$ cat src/rtl/spec_miss_tracker.sv
module spec_miss_tracker #(
  parameter int DEPTH = 4,
  parameter int TAG_W = 4
) (
  input  logic             clk,
  input  logic             rst_n,
  input  logic             mom_en,
  input  logic             l2_en,
  input  logic             req_valid,
  input  logic [TAG_W-1:0] req_tag,
  output logic             req_ready,
  input  logic             flush_valid,
  input  logic [TAG_W-1:0] flush_tag,
  input  logic             ret_valid,
  output logic             l1_fill,
  output logic             l2_fill,
  output logic             stall
);
  localparam int PW = (DEPTH > 1) ? $clog2(DEPTH) : 1;
  localparam int CW = $clog2(DEPTH + 1);

  logic [DEPTH-1:0] vld_q, cxl_q, kill;
  logic [TAG_W-1:0] tag_q [DEPTH];
  logic [PW-1:0]    head_q, tail_q;
  logic [CW-1:0]    cnt_q, cnt_nxt;
  logic             drain_q;

  function automatic logic younger(input logic [TAG_W-1:0] t, input logic [TAG_W-1:0] f);
    logic [TAG_W-1:0] d;
    d = t - f;
    return (d != '0) && !d[TAG_W-1];
  endfunction

  function automatic logic [PW-1:0] bump(input logic [PW-1:0] p);
    return (p == PW'(DEPTH - 1)) ? '0 : p + PW'(1);
  endfunction

  for (genvar i = 0; i < DEPTH; i++) begin : g_kill
    assign kill[i] = flush_valid && vld_q[i] && younger(tag_q[i], flush_tag);
  end

  wire have   = cnt_q != '0;
  wire issue  = req_valid && req_ready;
  wire retire = ret_valid && have;

  assign req_ready = !drain_q && !flush_valid && (cnt_q != CW'(DEPTH));
  assign stall     = drain_q;
  assign l1_fill   = retire && !(cxl_q[head_q] || kill[head_q]);
  assign l2_fill   = retire && l2_en;
  assign cnt_nxt   = cnt_q + CW'(issue) - CW'(retire);

  always_ff @(posedge clk) begin
    if (!rst_n) begin
      vld_q   <= '0;
      cxl_q   <= '0;
      head_q  <= '0;
      tail_q  <= '0;
      cnt_q   <= '0;
      drain_q <= 1'b0;
      for (int i = 0; i < DEPTH; i++) tag_q[i] <= '0;
    end else begin
      cxl_q <= cxl_q | kill;
      if (retire) begin
        vld_q[head_q] <= 1'b0;
        cxl_q[head_q] <= 1'b0;
        head_q        <= bump(head_q);
      end
      if (issue) begin
        vld_q[tail_q] <= 1'b1;
        cxl_q[tail_q] <= 1'b0;
        tag_q[tail_q] <= req_tag;
        tail_q        <= bump(tail_q);
      end
      cnt_q   <= cnt_nxt;
      drain_q <= (drain_q || (flush_valid && mom_en && have)) && (cnt_nxt != '0);
    end
  end


  no_issue_in_stall_chk: assert property (@(posedge clk) disable iff (!rst_n)
    (stall || flush_valid) |-> !req_ready);


  no_overflow_chk: assert property (@(posedge clk) disable iff (!rst_n)
    (cnt_q == CW'(DEPTH)) |-> !req_ready);


  no_fill_when_empty_chk: assert property (@(posedge clk) disable iff (!rst_n)
    !have |-> (!l1_fill && !l2_fill));


  stall_hold_chk: assert property (@(posedge clk) disable iff (!rst_n)
    (stall && cnt_q > CW'(1)) |=> stall);


  no_local_stall_chk: assert property (@(posedge clk) disable iff (!rst_n)
    (!mom_en && !stall) |=> !stall);


  l1_implies_l2_chk: assert property (@(posedge clk) disable iff (!rst_n)
    (l1_fill && l2_en) |-> l2_fill);
endmodule

$ cat config.mk
export PLATFORM = sky130hd
export DESIGN_NAME = spec_miss_tracker
export DESIGN_NICKNAME = d
export VERILOG_FILES = /design/src/rtl/spec_miss_tracker.sv
export SDC_FILE = /design/constraint.sdc
export NUM_CORES = 1
export LEC_CHECK = 0
export BUFFER_PORTS_ARGS = -buffer_cell sky130_fd_sc_hd__buf_2
export CORE_UTILIZATION = 40
export CTS_BUF_LIST = sky130_fd_sc_hd__clkbuf_2 sky130_fd_sc_hd__clkbuf_4 sky130_fd_sc_hd__clkbuf_8
export CTS_CLUSTER_DIAMETER = 200
export CTS_CLUSTER_SIZE = 20
export DETAILED_ROUTE_END_ITERATION = 12
export GPL_ROUTABILITY_DRIVEN = 0
export GPL_TIMING_DRIVEN = 0
export SLEW_MARGIN = 20
export SYNTH_ARGS = -nofsm -noshare
export SYNTH_HDL_FRONTEND = slang
export SYNTH_SLANG_ARGS = --single-unit
$ cat constraint.sdc
create_clock -name clk -period 3.7 [get_ports clk]
set_clock_uncertainty 0.2 [all_clocks]
set_input_delay 0.37 -clock clk [delete_from_list [all_inputs] [get_ports clk]]
set_output_delay 0.37 -clock clk [all_outputs]
set_load 0.1 [all_outputs]
==> results.json <==
{
  "run_status": "finished clean",
  "post-route-min-period_ns": 3.35,
  "yosys.area.top_type_share": 0.240,
  "cts_num_sinks": 32,
  "clock_path_buffers": 2,
  "holdBufCountCts": 0,
  "worstSkewPairLatency_ns": 0.28,
  "synthTopCellsByArea": "edfxtp_1, dfxtp_1, ha_1",
  "finalSetupViolCount": 0,
  "use_met1": 0.227,
  "cap_violations": 0,
  "dp_cells": 277,
  "crit_slowest_cell": "o311ai_0",
  "port_buffers": 18,
  "final.period_utilization": 0.905,
  "drt_iter0_markers": 67,
  "grt_pass1_vias": 1279,
  "nets": 259,
  "worstPathArrival_ns": 2.78,
  "critPathLaunchType": "register",
  "path_cells": "inv_1 -> ha_1 -> inv_1 -> fa_1 -> xor2_1 -> o311ai_0 -> o211ai_1 -> a21o_1 -> o221ai_2 -> buf_2",
  "cts_tree": "built",
  "io_pins": 19,
  "cts_htree_levels": 2,
  "avgSynthCellArea_um2": 10.4,
  "required_ns": 3.13,
  "antenna_found_initial": 0,
  "dpl_cell_area_um2": 2190,
  "busiest_layer": "met2",
  "slew_violations": 0,
  "syn-cell-area_um2": 2000,
  "wl_mm": 3.62,
  "synthCells": 192,
  "dp_hpwl_mm": 2.90,
  "path_max_fanout": 2,
  "synth_top_area_cell": "edfxtp_1",
  "yosys_warnings": 0,
  "post-place-ws_ns": 0.492,
  "finalNonFillerCells": 285,
  "die-area_um2": 5290,
  "num_vias": 1317,
  "grtUsageMet2": 0.232,
  "synth_edf_count": 16,
  "slew_headroom": 0.598,
  "layout_common_cells": "inv_1, ha_1, buf_2",
  "power_density_nw_per_um2": 519,
  "area_growth_syn_to_layout_pct": 13.5,
  "core_um2": 4750,
  "synth-seq-area-share": 0.401,
  "ant_nets": 0,
  "p_leak_nw": 0.998,
  "hold_viol_final": 0,
  "postCtsSetupBuffers": 0,
  "initial_core_util": 0.421,
  "crit_top_cell": "inv_1",
  "num_antenna_cells": 0,
  "syn_nets": 234,
  "stdcell_area_um2": 2270,
  "irDropWorstVdd_uv": 270,
  "met3_usage": 0.0414,
  "route.detailed.drc": 0,
  "routedWlPerCell_um": 12.7,
  "cts_root_buffer": "clkbuf_8",
  "path_clk_slew_ns": 0.07,
  "cp-end-kind": "output pin",
  "setup_tns_ns": 0,
  "std_cell_rows": 25,
  "cts_made_buffers": 5,
  "dieHeight_um": 72.7,
  "ys_seq_elements": 32,
  "synth_flop_cell": "edfxtp_1",
  "rsz0062_at_grt": "false",
  "avgViaCountPerCell": 4.62,
  "drt-pass1-iter-count": 3,
  "fin_ws_ns": 0.352,
  "grt_max_degree": 11,
  "fmax_mhz": 299,
  "grt_overflow": 0,
  "cp_slowest_stage_delay_ns": 0.49,
  "r2r_slack_ns": 0.82,
  "grt_pass1_wl_mm": 6.23,
  "fp.dieW_um": 72.7,
  "holdCritPathClass": "in -> reg",
  "synth.distinct_cells": 43,
  "grtUsageTotal": 0.159,
  "asyncSetResetFlopFracSynth": 0,
  "cts_resized": 0,
  "final_layout_size_suffix_gt1_frac": 0.161,
  "nFillCells": 460,
  "worst_pin_slew_ns": 0.597,
  "crit_type": "reg -> out"
}
==> path summary, 6_finish.rpt <==
kind                             start                        end  cells after the start
max          tag_q[2][0]$_SDFFCE_PN0P_                    l1_fill                     10
min                         req_tag[3]  tag_q[2][3]$_SDFFCE_PN0P_                      2
max reg2reg        cnt_q[1]$_SDFF_PN0_           stall$_SDFF_PN0_                     10
min reg2reg        vld_q[2]$_SDFF_PN0_        vld_q[2]$_SDFF_PN0_                      2
==> registers in the layout (all words and copies together), names as in the netlist <==
signal	count
tag_q	16
cxl_q	4
vld_q	4
cnt_q	3
head_q	2
tail_q	2
stall	1
==> cell usage after synthesis, types with 3 or more instances <==
master	instances
edfxtp_1	16
dfxtp_1	16
nand2b_1	3
nand2_1	14
a21oi_1	6
xnor2_1	9
and2_1	18
ha_1	22
nor3_2	3
a21boi_0	3
inv_1	22
xor2_1	5
and3_1	5
o311ai_0	3
fa_1	5
nand3b_1	3
nor2_1	7
==> cell type report <==
cell class	instances	area (um2)	area share
clock inverter	3	13.8	0.00606
tap	67	83.8	0.0369
buffer	4	20.0	0.00882
sequential	32	801	0.353
multi-input combinational	134	1110	0.489
inverter	22	82.6	0.0364
timing repair buffer	18	90.1	0.0397
clock buffer	5	68.8	0.0303
==> through the flow <==
step	total power [mW]	utilization	hold WS, ns
after floorplan	0.849	-	0.232
after global placement	0.936	0.460	0.250
after detailed placement	0.938	0.460	0.252
after CTS	1.19	0.477	0.208
after global routing	1.27	0.477	0.213
final	1.18	0.477	0.207
==> cell families (layout without fill, tap and decap cells) <==
logic type,after synthesis,after routing,share of synthesized area
adder cells (fa/ha/maj),27,27,0.188
buffers and inverters,26,52,0.0513
multiplexers,1,1,0.00501
flip-flops,32,32,0.401
AND/OR/NAND/NOR,62,62,0.175
XOR/XNOR,14,14,0.0613
AO/OA/AOI/OAI,30,30,0.119
==> metal layers <==
| layer | vias to the layer above | wire length, um | share of wire |
|---|---|---|---|
| li1 | 709 | - | - |
| met1 | 590 | 1850 | 0.51 |
| met2 | 12 | 1640 | 0.45 |
| met3 | 6 | 76 | 0.021 |
| met4 | 0 | 60 | 0.017 |
| met5 | - | 0 | 0 |
==> where the power goes <==
group          leakage, nW  total (mW)  internal, mW  switching (mW)
sequential           0.296       0.453         0.415          0.0385
clock               0.0453       0.255         0.127           0.128
combinational        0.657       0.470         0.165           0.305
total                0.998        1.18         0.707           0.471
==> critical path: cells and delay by family, from the launching register on <==
| kind | cells | cell delay, ns |
|---|---|---|
| compound gates | 4 | 0.92 |
| xor+xnor | 1 | 0.16 |
| flops | 1 | 0.36 |
| fa+ha+maj | 2 | 0.51 |
| buf+inv | 3 | 0.56 |
(Power assumes the default switching activity.)
